--- src/rtl/lsu_lane_align.sv ---
module lsu_lane_align (
  input  logic        clk,
  input  logic        rst_n,
  input  logic        st_valid,
  input  logic [2:0]  st_funct3,
  input  logic [1:0]  st_offset,
  input  logic [31:0] st_value,
  input  logic        ld_valid,
  input  logic [2:0]  ld_funct3,
  input  logic [1:0]  ld_offset,
  input  logic [31:0] ld_word,
  output logic [31:0] wr_data,
  output logic [3:0]  wr_be,
  output logic        st_misaligned,
  output logic        st_illegal,
  output logic [31:0] ld_result,
  output logic        ld_misaligned,
  output logic        ld_illegal
);

  localparam logic [2:0] W_BYTE  = 3'b000;
  localparam logic [2:0] W_HALF  = 3'b001;
  localparam logic [2:0] W_WORD  = 3'b010;
  localparam logic [2:0] W_BYTEU = 3'b100;
  localparam logic [2:0] W_HALFU = 3'b101;

  logic        st_b, st_h, st_w, st_bad, st_mis;
  logic [3:0]  st_mask, st_be_n;
  logic [31:0] st_data_n;

  assign st_b   = st_funct3 == W_BYTE;
  assign st_h   = st_funct3 == W_HALF;
  assign st_w   = st_funct3 == W_WORD;
  assign st_bad = st_valid && !(st_b || st_h || st_w);
  assign st_mis = st_valid && ((st_h && st_offset[0]) || (st_w && st_offset != 2'd0));

  assign st_mask = st_b ? (4'b0001 << st_offset) :
                   st_h ? (4'b0011 << st_offset) :
                   st_w ? 4'b1111 : 4'b0000;

  assign st_be_n = (st_valid && !st_bad && !st_mis) ? st_mask : 4'b0000;

  assign st_data_n = (!st_valid || st_bad) ? 32'd0 :
                     st_b ? {4{st_value[7:0]}} :
                     st_h ? {2{st_value[15:0]}} : st_value;

  logic        ld_b, ld_h, ld_w, ld_sgn, ld_bad, ld_mis;
  logic [31:0] ld_shift, ld_res_n;

  assign ld_b   = ld_funct3 == W_BYTE || ld_funct3 == W_BYTEU;
  assign ld_h   = ld_funct3 == W_HALF || ld_funct3 == W_HALFU;
  assign ld_w   = ld_funct3 == W_WORD;
  assign ld_sgn = !ld_funct3[2];
  assign ld_bad = ld_valid && !(ld_b || ld_h || ld_w);
  assign ld_mis = ld_valid && ((ld_h && ld_offset[0]) || (ld_w && ld_offset != 2'd0));

  assign ld_shift = ld_word >> {ld_offset, 3'b000};

  always_comb begin
    ld_res_n = 32'd0;
    if (ld_valid && !ld_bad && !ld_mis) begin
      if (ld_b)
        ld_res_n = {{24{ld_sgn & ld_shift[7]}}, ld_shift[7:0]};
      else if (ld_h)
        ld_res_n = {{16{ld_sgn & ld_shift[15]}}, ld_shift[15:0]};
      else
        ld_res_n = ld_word;
    end
  end

  always_ff @(posedge clk or negedge rst_n) begin
    if (!rst_n) begin
      wr_data       <= 32'd0;
      wr_be         <= 4'd0;
      st_misaligned <= 1'b0;
      st_illegal    <= 1'b0;
      ld_result     <= 32'd0;
      ld_misaligned <= 1'b0;
      ld_illegal    <= 1'b0;
    end else begin
      wr_data       <= st_data_n;
      wr_be         <= st_be_n;
      st_misaligned <= st_mis;
      st_illegal    <= st_bad;
      ld_result     <= ld_res_n;
      ld_misaligned <= ld_mis;
      ld_illegal    <= ld_bad;
    end
  end

endmodule


--- config.mk ---
export PLATFORM = sky130hd
export DESIGN_NAME = lsu_lane_align
export DESIGN_NICKNAME = d
export VERILOG_FILES = /design/src/rtl/lsu_lane_align.sv
export SDC_FILE = /design/constraint.sdc
export NUM_CORES = 1
export LEC_CHECK = 0
export BUFFER_PORTS_ARGS = -buffer_cell sky130_fd_sc_hd__buf_2
export CAP_MARGIN = 5
export CELL_PAD_IN_SITES_DETAIL_PLACEMENT = 0
export CELL_PAD_IN_SITES_GLOBAL_PLACEMENT = 1
export CORE_MARGIN = 2
export CORE_UTILIZATION = 36
export CTS_BUF_LIST = sky130_fd_sc_hd__clkbuf_2 sky130_fd_sc_hd__clkbuf_4 sky130_fd_sc_hd__clkbuf_8
export CTS_CLUSTER_SIZE = 30
export DETAILED_ROUTE_END_ITERATION = 8
export PLACE_DENSITY = 0.91
export SYNTH_ARGS = -nofsm -noshare
export SYNTH_HDL_FRONTEND = slang
export SYNTH_SLANG_ARGS = --single-unit
--- constraint.sdc ---
create_clock -name clk -period 0.8 [get_ports clk]
set_input_delay 0.12 -clock clk [delete_from_list [all_inputs] [get_ports clk]]
set_output_delay 0.12 -clock clk [all_outputs]
set_load 0.02 [all_outputs]
* After elaboration in Yosys (flattened, before gate mapping) *
Index checks and enable logic that the tools add are counted.

operators by class
  multiplexer cells = 10
  divide/modulo/power cells = 0
  equality and inequality tests = 6
  $lt $le $gt $ge = 0
  shift-type cells = 3
  bitwise logic cells = 2
  reduce and logical (&&, ||, !) cells = 33
  $mul = 0
  add/subtract/negate cells = 0

operators by type and width
  operator             number
  $mux 32              6
  $shr 32x5->16        1
  $mux 4               4
  $logic_and 1x1->1    12
  $logic_or 1x1->1     9
  $logic_not 1->1      8
  $eq 3x1->1 const B   2
  $eq 3x2->1 const B   2
  $eq 3x3->1 const B   2
  $logic_not 3->1      2
  $reduce_bool 2->1    2
  $shl 1x2->4 const A  1
  $shl 2x2->4 const A  1
  $and 1x1->1          2

word-level totals
  output and inout bits = 72
  bits in writable memories = 0
  flip-flop bits (word level) = 72
  memories = 0
  input port bits = 78
  latch bits = 0
  ROM bits = 0
  word-level logic and storage cells = 61

* Logic depth before layout (Yosys ltp) *
  depth after elaboration = 10
  depth in mapped cells = 7
  mapped depth without buffers = 6

* Least setup slack after synthesis *
Ideal clock, no wire load.

  path kind = input to register
  start = input port ld_offset[0]
  end = register ld_result[21]
  path buffers = 1
  slack = -462 ps
  data arrival time = 1118 ps
  stages on the path = 5
  required time = 656 ps
  library setup time = 144 ps
  cell sequence = mux4_2 nand2b_4 o2111ai_4 buf_6 a21oi_2

on the way
  cells in the longest elaborated chain, start to end = 7
  elaborated cells between the ends (all ways) = 13
  classes of those cells = 1 x shift; 3 x mux; 2 x bitwise; 7 x reduce/logical

RTL lines
  what                                                                   RTL line  source
  from (decl)                                                            10        input logic [1:0] ld_offset,
  parallel branches: the longest is 6 deep, another holds $shr 32x5->16  --
  $mux 32 *                                                              61        if (ld_valid && !ld_bad && !ld_mis) begin
  via ld_res_n[21]                                                       48        logic [31:0] ld_shift, ld_res_n;
  to (signal assigned)                                                   85        ld_result <= ld_res_n;
  to (decl)                                                              16        output logic [31:0] ld_result,

Mark *: on every way through the listed nets, which the timed path passes.

* Worst setup path after layout *
  start = register ld_result[12]
  end = output port ld_result[12]

No word-level cell between the ends.

==> results.json <==
{
  "power_frac_comb_pct": 24.0,
  "ys_types": 37,
  "max_freq_ghz": 0.9633,
  "endpoint_kind": "primary output",
  "worst_pin_slew_ns": 0.4297,
  "num_vias": 3430,
  "pwr-share-clk_pct": 34.3,
  "synth_nets": 427,
  "internal-power_mw": 6.660,
  "ys_top_cells_by_area": "dfrtp_1 52%, a21oi_1 5.8%, nand2_1 4.8%",
  "io_pins": 150,
  "synth.most_common_cell": "dfrtp_1",
  "crit_slowest_cell": "dfrtp_1",
  "ys_warn_count": 0,
  "dieArea_mm2": 0.01038,
  "grt_max_degree": 41,
  "setup_violations": 104,
  "fill_cells": 702,
  "first_pass_iters": 4,
  "drt-total-wl_um": 11410,
  "syn_avg_cell_area_um2": 9.999,
  "synthFlopType": "dfrtp_1",
  "powerDensity_mw_per_mm2": 1553,
  "drt_iter0_drc": 128,
  "synth_edf_count": 0,
  "critPathLaunch": "ld_result[12]$_DFF_PN0_",
  "cts_tree": "built",
  "crit_chain": "buf_6",
  "area_growth_pct": 72.58,
  "hold-path-cell-count": 3,
  "vias_per_cell": 4.964,
  "gp_congestion": 0.8996,
  "fin_setup_tns_ns": -17.33,
  "cp_max_fo": 1,
  "drc": 0,
  "hold_violations": 0,
  "antenna_found_initial": 0,
  "nets": 639,
  "fp.dieH_um": 101.9,
  "swShare_pct": 27.95,
  "relSlewSlack_pct": 71.05,
  "setup_ws_ns": -0.2381,
  "portBuffers": 149,
  "crit_path_max_incr_delay_ns": 0.42,
  "p_sw_mw": 2.584,
  "start_util_pct": 37.16,
  "dpl.hpwl_um": 7957,
  "holdWs_ns": 0.01218,
  "synth_seq_cells": 72,
  "synth-seq-area-share_pct": 52.23,
  "grt_usage_pct": 22.53,
  "startpoint_type": "register",
  "slew_violations": 0,
  "async_flop_share_pct": 100.0,
  "critPathKind": "register to primary output",
  "drv_cap": 0,
  "ant_nets": 0,
  "cp.arrival_ns": 0.92,
  "synth.top_cell.area_share_pct": 52.23,
  "p_leak_nw": 3.050,
  "hold_path_class": "input port to register",
  "syn_area_mm2": 0.003450,
  "fin_crit_ns": 1.038,
  "cp_top_family": "flip-flops",
  "cp_num_buf_inv": 1,
  "die_w_um": 101.9,
  "utilization_pct": 64.12,
  "seq_power_share_pct": 41.8,
  "clock-root-buffer": "clkbuf_8",
  "cp.depth": 1,
  "synth_cells": 345,
  "drive_gt1_share_pct": 54.98,
  "cts_buffer_depth": 2,
  "grt_pass1_vias": 3569,
  "routedWlPerCell_um": 16.51,
  "required_ns": 0.68,
  "cts_made_buffers": 9,
  "violations": "negative setup slack",
  "htree_num_levels": 3,
  "overflow": 0,
  "rsz0062_at_grt": "true",
  "core_mm2": 0.009284,
  "path_clk_slew_ns": 0.08,
  "min_from": "ld_word[1]",
  "grt_pass1_wl_um": 17740,
  "cts_num_sinks": 72,
  "ir_drop_mv": 1.029,
  "power_mw": 9.244,
  "netlist_top_cells_count": "72 x dfrtp_1, 44 x nand2_1, 40 x a21oi_1",
  "rows": 35,
  "yosysTopAreaCell": "dfrtp_1",
  "n_antenna_cell": 0,
  "period_share_pct": 129.8,
  "status": "finished with violations"
}
==> cell usage in the layout (no fill, tap or decap), types with 4 or more instances in the layout <==
cell	Yosys	layout
a21oi_1	40	28
a221oi_2	5	5
o32ai_1	5	5
nor2_1	29	26
mux2_4	0	5
and3_1	8	8
inv_1	24	24
mux2i_1	12	11
o21ai_0	12	9
clkbuf_8	0	9
nand2_1	44	40
dfrtp_1	72	72
buf_2	11	73
nor2b_1	8	4
buf_6	2	85
a22o_1	7	7
a211oi_1	10	8
nor2_4	0	5
a21oi_2	11	22
buf_12	0	10
buf_4	3	55
==> flip-flops by register name, indices dropped and copies added (netlist names) <==
signal,count
wr_be,4
st_misaligned,1
ld_result,32
wr_data,32
st_illegal,1
ld_illegal,1
ld_misaligned,1
==> worst paths after layout <==
check                                          end  slack (ns)
worst max-delay path                 ld_result[12]       -0.24
worst min-delay path        ld_result[1]$_DFF_PN0_        0.01
max in group asynchronous       wr_be[3]$_DFF_PN0_        0.26
min in group asynchronous  ld_result[19]$_DFF_PN0_        0.31
==> kinds of logic (layout without fill, tap and decap cells) <==
kind of cell	after synthesis	count (layout)	share of synthesized area [%]
AO/OA/AOI/OAI	99	99	20.35
multiplexers	18	18	5.767
flip-flops	72	72	52.23
buffers and inverters	50	267	6.601
adder cells (fa/ha/maj)	4	4	1.451
AND/OR/NAND/NOR	102	102	13.60
==> tightest hold or removal path, stage by stage <==
cell,delay (ns)
buf_2,0.10
nand2_1,0.05
a21oi_1,0.05
==> routing by layer <==
layer	vias to the layer above	global-route usage, %	share of wire, %
met5	-	0	0
met4	0	9.231	2.9
met3	24	5.335	6.2
met2	141	38.51	51
met1	1660	27.42	40
li1	1605	-	-
==> power by group through the flow <==
| stage | Sequential [mW] | Combinational, mW | Clock (mW) |
|---|---|---|---|
| floorplan | 4.09 | 0.750 | 0 |
| global placement | 3.90 | 1.77 | 0 |
| detailed placement | 3.89 | 1.80 | 0 |
| CTS | 3.86 | 2.16 | 3.21 |
| global route | 3.87 | 2.38 | 3.41 |
| finish | 3.86 | 2.21 | 3.17 |
==> final cells by class <==
cell class	count	area (um2)	area share [%]
clock buffer	10	131.4	2.207
clock inverter	6	83.83	1.408
inverter	24	90.09	1.513
multi-input combinational	223	1669	28.04
sequential	72	1802	30.26
tap	129	161.4	2.711
timing repair buffer	227	2016	33.86
==> metrics by stage <==
stage                     instance area [um2]  setup slack, ns  std cells
final                                    5953          -0.2381        691
after global routing                     5953          -0.2657        691
after CTS                                5894          -0.2435        691
after detailed placement                 4913          -0.6894        665
after global placement                   4913          -0.6207        665
after floorplan                          3656          -0.4581        345
==> what timing repair did <==
item | in CTS | in global routing
setup buffers | 7 | 1
pin swaps | 15 | 11
hold buffers | 1 | 0
hold endpoints to repair | 72 | 0
endpoints found under the setup margin | 104 | 105
gates resized for setup | 188 | 15
cloned | 2 | 0
No activity file was read; power rests on OpenSTA's default activity.
